**src/rtl/pcm_rx_pkg.sv**
```systemverilog
package pcm_rx_pkg;

  // Justification style of the serial word inside a half frame.
  typedef enum logic [1:0] {
    JUST_RIGHT  = 2'd0,
    JUST_LEFT   = 2'd1,
    JUST_DELAY1 = 2'd2
  } just_e;

  typedef struct packed {
    just_e      just;
    logic [4:0] len;
  } fmt_t;

  // Combined style/length code, see R4.
  function automatic fmt_t decode_fmt(input logic [2:0] code);
    fmt_t f;
    unique case (code)
      3'd0:    begin f.just = JUST_RIGHT;  f.len = 5'd16; end
      3'd1:    begin f.just = JUST_RIGHT;  f.len = 5'd20; end
      3'd2:    begin f.just = JUST_RIGHT;  f.len = 5'd24; end
      3'd3:    begin f.just = JUST_LEFT;   f.len = 5'd24; end
      3'd4:    begin f.just = JUST_DELAY1; f.len = 5'd16; end
      3'd5:    begin f.just = JUST_DELAY1; f.len = 5'd24; end
      3'd6:    begin f.just = JUST_DELAY1; f.len = 5'd20; end
      default: begin f.just = JUST_LEFT;   f.len = 5'd20; end
    endcase
    return f;
  endfunction

endpackage

```
**src/rtl/pcm_rx_sync.sv**
```systemverilog
module pcm_rx_sync #(
  parameter int STAGES = 2,
  parameter int N      = 2
) (
  input  logic         clk,
  input  logic         rst,
  input  logic         edge_in,
  input  logic [N-1:0] lvl_in,
  output logic         edge_rise,
  output logic [N-1:0] lvl_out
);

  // Edge input: one extra flop beyond the synchronizer for the edge detect.
  logic [STAGES:0] echain;

  always_ff @(posedge clk) begin
    if (rst) echain <= '0;
    else     echain <= (echain << 1) | {{STAGES{1'b0}}, edge_in};
  end

  assign edge_rise = echain[STAGES-1] & ~echain[STAGES];

  // Level inputs: same depth as the edge path so all three stay aligned.
  for (genvar g = 0; g < N; g++) begin : g_lvl
    logic [STAGES-1:0] chain;
    always_ff @(posedge clk) begin
      if (rst) chain <= '0;
      else     chain <= (chain << 1) | {{(STAGES-1){1'b0}}, lvl_in[g]};
    end
    assign lvl_out[g] = chain[STAGES-1];
  end

endmodule

```
**src/rtl/pcm_rx_slot_tracker.sv**
```systemverilog
module pcm_rx_slot_tracker #(
  parameter int CNT_W = 6
) (
  input  logic             clk,
  input  logic             rst,
  input  logic             bit_stb,
  input  logic             lr_lvl,
  input  logic             pol_i,
  input  logic [2:0]       fmt_i,
  output logic             boundary,
  output logic             cur_left,
  output logic             synced,
  output logic [CNT_W-1:0] idx,
  output logic [2:0]       fmt_code
);

  localparam logic [CNT_W-1:0] CNT_MAX = '1;
  localparam logic [CNT_W-1:0] CNT_ONE = CNT_W'(1);

  logic             seen_q;
  logic             lr_q;
  logic [CNT_W-1:0] cnt_q;
  logic             left_start;

  // Polarity 0: high level is left; polarity 1: low level is left.
  assign cur_left   = lr_lvl ^ pol_i;
  assign boundary   = bit_stb & seen_q & (lr_lvl != lr_q);
  assign left_start = boundary & cur_left;
  // Index of the current bit within its half frame.
  assign idx        = boundary ? '0 : cnt_q;

  always_ff @(posedge clk) begin
    if (rst) begin
      seen_q   <= 1'b0;
      lr_q     <= 1'b0;
      cnt_q    <= '0;
      synced   <= 1'b0;
      fmt_code <= fmt_i;
    end else begin
      if (bit_stb) begin
        seen_q <= 1'b1;
        lr_q   <= lr_lvl;
        if (boundary)              cnt_q <= CNT_ONE;
        else if (cnt_q != CNT_MAX) cnt_q <= cnt_q + CNT_ONE;
      end
      if (left_start) begin
        synced   <= 1'b1;
        fmt_code <= fmt_i;
      end
    end
  end

endmodule

```
**src/rtl/pcm_rx_word_capture.sv**
```systemverilog
module pcm_rx_word_capture
  import pcm_rx_pkg::*;
#(
  parameter int OUT_W = 24,
  parameter int CNT_W = 6
) (
  input  logic             clk,
  input  logic             rst,
  input  logic             bit_stb,
  input  logic             dat_lvl,
  input  logic             boundary,
  input  logic             cur_left,
  input  logic             synced,
  input  logic [CNT_W-1:0] idx,
  input  logic [2:0]       fmt_code,
  output logic [OUT_W-1:0] left_o,
  output logic [OUT_W-1:0] right_o,
  output logic             valid_o
);

  fmt_t             fmt;
  logic [OUT_W-1:0] sh_q;
  logic [OUT_W-1:0] sh_next;
  logic [OUT_W-1:0] src;
  logic [OUT_W-1:0] mask;
  logic [OUT_W-1:0] word;
  logic [OUT_W-1:0] left_hold_q;
  logic [CNT_W-1:0] last_idx;
  logic             rj_fire;
  logic             fj_fire;
  logic             fire;
  logic             to_left;

  assign fmt     = decode_fmt(fmt_code);
  assign sh_next = {sh_q[OUT_W-2:0], dat_lvl};

  // Position of the final word bit for the front-justified styles.
  assign last_idx = CNT_W'(fmt.len) + CNT_W'(fmt.just == JUST_DELAY1) - CNT_W'(1);

  // Right-justified: word ends with the bit before the level change,
  // and belongs to the half that just closed.
  assign rj_fire = bit_stb & boundary & synced & (fmt.just == JUST_RIGHT);
  assign fj_fire = bit_stb & synced & (fmt.just != JUST_RIGHT) & (idx == last_idx);
  assign fire    = rj_fire | fj_fire;
  assign to_left = rj_fire ? ~cur_left : cur_left;

  assign src  = rj_fire ? sh_q : sh_next;
  assign mask = {OUT_W{1'b1}} >> (OUT_W - int'(fmt.len));
  assign word = (src & mask) << (OUT_W - int'(fmt.len));

  always_ff @(posedge clk) begin
    if (rst) begin
      sh_q        <= '0;
      left_hold_q <= '0;
      left_o      <= '0;
      right_o     <= '0;
      valid_o     <= 1'b0;
    end else begin
      valid_o <= 1'b0;
      if (bit_stb) sh_q <= sh_next;
      if (fire && to_left) left_hold_q <= word;
      if (fire && !to_left) begin
        left_o  <= left_hold_q;
        right_o <= word;
        valid_o <= 1'b1;
      end
    end
  end

endmodule

```
**src/rtl/pcm_frame_rx.sv**
```systemverilog
module pcm_frame_rx #(
  parameter int OUT_W       = 24,
  parameter int CNT_W       = 6,
  parameter int SYNC_STAGES = 2
) (
  input  logic             clk,
  input  logic             rst,
  input  logic             bclk_i,
  input  logic             lrclk_i,
  input  logic             sdata_i,
  input  logic [2:0]       fmt_i,
  input  logic             lr_pol_i,
  output logic [OUT_W-1:0] left_o,
  output logic [OUT_W-1:0] right_o,
  output logic             valid_o
);

  localparam int N_LVL = 2;

  logic             bit_rise;
  logic [N_LVL-1:0] lvl;
  logic             boundary;
  logic             cur_left;
  logic             synced;
  logic [CNT_W-1:0] idx;
  logic [2:0]       fmt_code;

  pcm_rx_sync #(
    .STAGES (SYNC_STAGES),
    .N      (N_LVL)
  ) u_sync (
    .clk       (clk),
    .rst       (rst),
    .edge_in   (bclk_i),
    .lvl_in    ({sdata_i, lrclk_i}),
    .edge_rise (bit_rise),
    .lvl_out   (lvl)
  );

  pcm_rx_slot_tracker #(
    .CNT_W (CNT_W)
  ) u_track (
    .clk      (clk),
    .rst      (rst),
    .bit_stb  (bit_rise),
    .lr_lvl   (lvl[0]),
    .pol_i    (lr_pol_i),
    .fmt_i    (fmt_i),
    .boundary (boundary),
    .cur_left (cur_left),
    .synced   (synced),
    .idx      (idx),
    .fmt_code (fmt_code)
  );

  pcm_rx_word_capture #(
    .OUT_W (OUT_W),
    .CNT_W (CNT_W)
  ) u_cap (
    .clk      (clk),
    .rst      (rst),
    .bit_stb  (bit_rise),
    .dat_lvl  (lvl[1]),
    .boundary (boundary),
    .cur_left (cur_left),
    .synced   (synced),
    .idx      (idx),
    .fmt_code (fmt_code),
    .left_o   (left_o),
    .right_o  (right_o),
    .valid_o  (valid_o)
  );

endmodule

```
**config.mk**
```make
export PLATFORM = sky130hd
export DESIGN_NAME = pcm_frame_rx
export DESIGN_NICKNAME = d
export VERILOG_FILES = /design/src/rtl/pcm_rx_pkg.sv /design/src/rtl/pcm_rx_sync.sv /design/src/rtl/pcm_rx_slot_tracker.sv /design/src/rtl/pcm_rx_word_capture.sv /design/src/rtl/pcm_frame_rx.sv
export SDC_FILE = /design/constraint.sdc
export NUM_CORES = 1
export LEC_CHECK = 0
export BUFFER_PORTS_ARGS = -buffer_cell sky130_fd_sc_hd__buf_2
export CAP_MARGIN = 20
export CORE_MARGIN = 5
export CORE_UTILIZATION = 65
export CTS_BUF_LIST = sky130_fd_sc_hd__clkbuf_4
export DETAILED_ROUTE_END_ITERATION = 8
export PLACE_DENSITY = 0.87
export SLEW_MARGIN = 15
export SYNTH_ARGS = -nofsm -noshare
export SYNTH_HDL_FRONTEND = slang
export SYNTH_HIERARCHICAL = 1
export SYNTH_SLANG_ARGS = --single-unit
```
**constraint.sdc**
```tcl
create_clock -name clk -period 6.2 [get_ports clk]
set_input_delay 1.24 -clock clk [delete_from_list [all_inputs] [get_ports clk]]
set_output_delay 1.24 -clock clk [all_outputs]
set_load 0.02 [all_outputs]
```
After elaboration in Yosys (flattened, before gate mapping)
Cells that the tools add are included.
{ "totals": {"register_bits": 116, "in_bits": 9, "out_inout_bits": 49, "word_cells": 65} }
{ "op_classes": {"addsub": 4, "n_eq_ne": 10, "shift": 2, "muxes": 9, "bitwise_logic": 18, "n_reduce_logical": 9} }
{ "ops": {"columns": ["operator", "count"], "rows": [
  ["7-bit one-hot mux with 7 select lines", 1],
  ["24-bit by 32-bit << shifter with 24-bit output", 1],
  ["24-bit by 32-bit >> shifter with 24-bit output, first input constant", 1],
  ["24-bit bitwise AND", 1],
  ["24-bit 2-to-1 mux", 1],
  ["6-bit 2-to-1 mux", 3],
  ["1-bit bitwise AND", 10],
  ["3-bit == test, second input constant", 3],
  ["5-bit by 1-bit adder with 6-bit output", 1],
  ["6-bit by 1-bit adder with 6-bit output, second input constant", 1],
  ["3-bit by 2-bit == test with 1-bit output, second input constant", 2],
  ["6-bit == test", 1],
  ["3-bit 2-to-1 mux", 2],
  ["6-bit != test, second input constant", 1],
  ["2-bit nonzero test", 3],
  ["5-bit by 5-bit subtractor with 6-bit output, first input constant", 1],
  ["6-bit by 1-bit subtractor with 6-bit output, second input constant", 1],
  ["2-bit by 1-bit bitwise OR with 2-bit output", 2],
  ["3-bit by 1-bit == test with 1-bit output, second input constant", 1],
  ["3-bit logical NOT", 1],
  ["3-bit by 1-bit bitwise OR with 3-bit output", 1],
  ["2-bit == test, second input constant", 1],
  ["1-bit logical AND", 2],
  ["2-bit logical NOT", 1],
  ["7 further kinds", 9]
]} }

Depth between registers and ports, before layout
{ "depth": {"word_depth": 11, "depth_mapped": 13, "mapped_depth_nobuf": 10} }

By module
The synthesis kept the hierarchy.
{ "by_module_without_submodules": {"columns": ["module", "n_inst", "cells_each", "area_each_um2", "seq_area_each_um2"], "rows": [
  ["pcm_rx_word_capture", 1, 489, 4579.4, 1941.9],
  ["pcm_rx_slot_tracker", 1, 60, 573.0, 270.3],
  ["pcm_rx_sync", 1, 17, 205.2, 140.1]
]} }

Worst setup path after synthesis
OpenSTA, ideal clock, no wires.
{ "synth_path": {"kind": "register to register", "startpoint": "reg u_track.fmt_code[1]", "endpoint": "reg u_cap.left_hold_q[22]", "setup_time_ps": 86, "arrival_ps": 2684, "required_time_ps": 6114, "slack_ps": 3430, "stages_incl_launch_ff": 12, "n_path_buf": 2, "synth_period_minus_slack_ps": 2770, "cell_sequence": "edfxtp_1 -> nor3b_1 -> nor2_4 -> buf_2 -> ha_1 -> or2_2 -> clkbuf_1 -> nor3_1 -> nand2_1 -> o22ai_1 -> a21oi_1 -> a211oi_1"} }
{ "synth_between": {"elab_chain_cells": 9, "elab_cells_between_ends": 25, "classes_between": "3 x add/sub; 8 x eq/ne; 2 x shift; 3 x mux; 5 x bitwise; 4 x reduce/logical"} }
{ "synth_lines": {"columns": ["element", "line", "rtl"], "rows": [
  ["start, declared", "pcm_rx_slot_tracker.sv:14", "output logic [2:0] fmt_code"],
  ["start signal, assigned", "pcm_rx_slot_tracker.sv:38", "fmt_code <= fmt_i;"],
  ["start signal, assigned", "pcm_rx_slot_tracker.sv:48", "fmt_code <= fmt_i;"],
  ["3-bit == test (tied with other cells)", "pcm_rx_pkg.sv:18", "unique case (code)"],
  ["7-bit one-hot mux with 7 select lines *", "pcm_rx_pkg.sv:18", null],
  ["2-bit == test", "pcm_rx_word_capture.sv:38", "assign last_idx = CNT_W'(fmt.len) + CNT_W'(fmt.just == JUST_DELAY1) - CNT_W'(1);"],
  ["5-bit by 1-bit adder with 6-bit output", "pcm_rx_word_capture.sv:38", null],
  ["6-bit by 1-bit subtractor with 6-bit output", "pcm_rx_word_capture.sv:38", null],
  ["6-bit == test", "pcm_rx_word_capture.sv:43", "assign fj_fire = bit_stb & synced & (fmt.just != JUST_RIGHT) & (idx == last_idx);"],
  ["1-bit bitwise AND", "pcm_rx_word_capture.sv:43", null],
  ["1-bit bitwise OR", "pcm_rx_word_capture.sv:44", "assign fire = rj_fire | fj_fire;"],
  ["1-bit logical AND", "pcm_rx_word_capture.sv:61", "if (fire && to_left) left_hold_q <= word;"],
  ["end signal, assigned", "pcm_rx_word_capture.sv:61", null],
  ["end, declared", "pcm_rx_word_capture.sv:27", "logic [OUT_W-1:0] left_hold_q;"]
]} }
Mark *: on every way between the ends. The rest lies on a longest branch, timed or not.
A chain may end at the register's enable or synchronous reset.

Worst setup path in the final report
Ends and elaborated chain as after synthesis.

==> impl_metrics.json <==
{
  "outcome": "completed",
  "reg2reg_depth": 10,
  "hold_buffers": 0,
  "n_antenna_cell": 0,
  "grt_max_degree": 73,
  "maxSlewViolCount": 0,
  "timing.rr.end": "u_cap/left_hold_q[22]",
  "yosys_warnings": 6,
  "yosys-top-cells-count": "dfxtp_1 (113), nor2_1 (111), mux2i_1 (92), a21oi_1 (22), nand2_1 (19)",
  "syn_nets": 580,
  "cap_viol_max_count": 0,
  "post_cts_resized": 0,
  "critical_path_buf_inv_count": 1,
  "antenna_found_initial": 0,
  "layout-drive-gt1-share": 0.1948,
  "hold_violations": 0,
  "rsz0062_at_grt": "false",
  "nets": 622,
  "numPortBuffers": 57,
  "die_area_um2": 10160,
  "hpwl_mm": 8.487,
  "synth.distinct_cells": 58,
  "vdd_drop_max_v": 0.0002758,
  "root_buffer": "clkbuf_4",
  "hold_path_depth": 1,
  "place_area_um2": 5595,
  "setup_viol": 0,
  "wl_mm": 12.21,
  "rrSetupSlack_ns": 2.84,
  "synth_seq_cells": 116,
  "fin_cells": 726,
  "wire_per_inst_um": 16.82,
  "grt_pass1_wl_mm": 19.86,
  "ant_nets": 0,
  "cts_tree": "built",
  "drt_iter0_drc": 263,
  "post-route-drc-count": 0,
  "clock_skew_ns": 0.01649,
  "die_w_um": 100.8,
  "path_max_fanout": 16,
  "multiInputGateArea_um2": 2741,
  "coreArea_um2": 8134,
  "place_inst": 693,
  "clkLatencyLatePin_ns": 0.50,
  "synth_ff_type": "dfxtp_1",
  "die_h_um": 100.8,
  "synth_largest_area_cell": "dfxtp_1",
  "tns_ns": 0,
  "worst_pin_slew_ns": 0.7982,
  "grt_pass1_vias": 4226,
  "synth_top_cells_by_area": "dfxtp_1 (42%), mux2i_1 (17%), nor2_1 (7.8%), a21oi_1 (2.1%), a211oi_1 (1.7%)",
  "leakage_uw": 0.002678,
  "worst_setup_path_start_kind": "flip-flop",
  "grt_usage": 0.2449,
  "critical_path.top_delay_family": "simple AND/OR/NAND/NOR gates",
  "dr_total_vias": 4352,
  "synth-edff-count": 3,
  "fin_crit_sh": 0.5417,
  "ios": 58,
  "hold_path.class": "reg -> reg",
  "fin_area_um2": 5938,
  "cts_inserted_buffers": 17,
  "rows": 33,
  "async_flop_share": 0,
  "syn_area_per_cell_um2": 9.466,
  "seqCellArea_um2": 2352,
  "cp_data_required_time_ns": 6.62,
  "fmax_mhz": 297.8,
  "max_stage_delay_ns": 0.51,
  "netlist_instances": 566,
  "r2r_start": "u_track/fmt_code[1]",
  "post-cts-setup-buffers": 0,
  "cts_max_path_buffers": 2,
  "syn-cell-area_um2": 5358,
  "fillers": 579,
  "slew_headroom": 0.4679,
  "viasPerCell": 5.994,
  "clock-sinks": 116,
  "floorplan.initialDensity": 0.6587,
  "worstHoldStart": "u_sync/g_lvl[1].chain[0]",
  "worst_setup_path_end_kind": "flip-flop",
  "clkTransAtPathRegs_ns": 0.12,
  "gp_congestion": 1.073,
  "cp_slowest_cell": "edfxtp_1",
  "critPathKind": "reg -> reg",
  "overflow": 0,
  "synth_top_area_share": 0.4222,
  "ys_seq_area_frac": 0.4390,
  "min_period_ns": 3.358,
  "crit_arrival_ns": 3.78,
  "hold_end": "u_sync/g_lvl[1].chain[1]",
  "drt_first_pass_iters": 7,
  "syn_to_final_growth_pct": 10.84,
  "yosysMostFrequentCell": "dfxtp_1",
  "cp_cell_sequence": "and2_1 -> nor2_4 -> inv_2 -> ha_1 -> or2_2 -> nor3_1 -> nand2_1 -> o22ai_1 -> a21oi_1 -> a211oi_1",
  "p_per_area_nw_per_um2": 245.6,
  "h-tree-depth": 4
}
==> registers in the layout, summed over array words and instances (netlist names) <==
signal	count
u_cap/right_o	24
u_cap/left_o	24
u_sync/echain	3
u_cap/left_hold_q	24
u_track/seen_q	1
u_track/fmt_code	3
u_track/synced	1
u_track/lr_q	1
u_track/cnt_q	6
u_sync/g_lvl.chain	4
u_cap/valid_o	1
u_cap/sh_q	24
==> final cells by class <==
cell class,count,share of cell area
tap,105,0.02212
sequential,116,0.3961
inverter,14,0.008850
clock buffer,17,0.02149
clock inverter,15,0.03287
timing repair buffer,62,0.05689
multi-input combinational,397,0.4617
==> cell families after synthesis <==
kind of cell	share of synthesized area
AO/OA/AOI/OAI	0.1415
XOR/XNOR	0.006540
adder cells (fa/ha/maj)	0.01168
buffers and inverters	0.05208
flip-flops	0.4390
multiplexers	0.1761
AND/OR/NAND/NOR	0.1731
==> metrics by stage <==
step           power [uW]  utilization  hold WS [ns]  setup slack [ns]
2_1_floorplan       844.3            -        0.4138             3.430
3_3_place_gp        864.7       0.6879        0.4205             2.404
3_5_place_dp        865.1       0.6879        0.4204             2.289
4_1_cts              1470       0.7276        0.4479             2.255
5_1_grt              1516       0.7300        0.4697             2.605
6_report             1458       0.7300        0.4465             2.842
==> worst max-delay path by stage <==
| stage | cells past startpoint | from | endpoint |
|---|---|---|---|
| finish | 10 | u_track/fmt_code[1] | u_cap/left_hold_q[22] |
| global placement | 9 | u_sync/echain[1] | u_cap/right_o[19] |
| global route | 8 | u_sync/echain[1] | u_cap/left_hold_q[15] |
| detailed placement | 8 | u_sync/echain[1] | u_cap/left_hold_q[11] |
| CTS | 8 | u_sync/echain[1] | u_cap/left_hold_q[11] |
| floorplan | 11 | u_track/fmt_code[1] | u_cap/left_hold_q[22] |
==> cell usage in the layout, fill, tap and decap left out, types with 3 or more instances in the layout <==
cell and n:
a211oi_1 12, a211oi_2 5, a21boi_0 6, a21oi_1 22, a31oi_1 3, a32o_1 5, and3_1 13, buf_2 56
buf_4 5, bufinv_16 3, clkbuf_4 17, clkinv_4 4, dfxtp_1 113, edfxtp_1 3, ha_1 5, inv_1 12
inv_6 4, mux2i_1 92, nand2_1 19, nand3_1 6, nor2_1 111, nor2b_1 12, nor2b_4 6, nor3b_1 4
o21ai_0 10, o221ai_1 7, o22ai_1 11, o32ai_1 6, xor2_1 3
==> metal layers <==
layer  vias to the layer above  GRT usage  wire length, um
met3                        47    0.06644              740
met4                         0     0.1264              413
li1                       2105          -                -
met1                      2020     0.2930             5134
met5                         -          0                0
met2                       180     0.4020             5922
==> power by group <==
group	leakage, uW	internal [uW]	switching (uW)
registers	0.000941	752	3.53
clock network	0.000171	292	314
logic	0.00157	29.3	67.7
(Power assumes the default switching activity.)
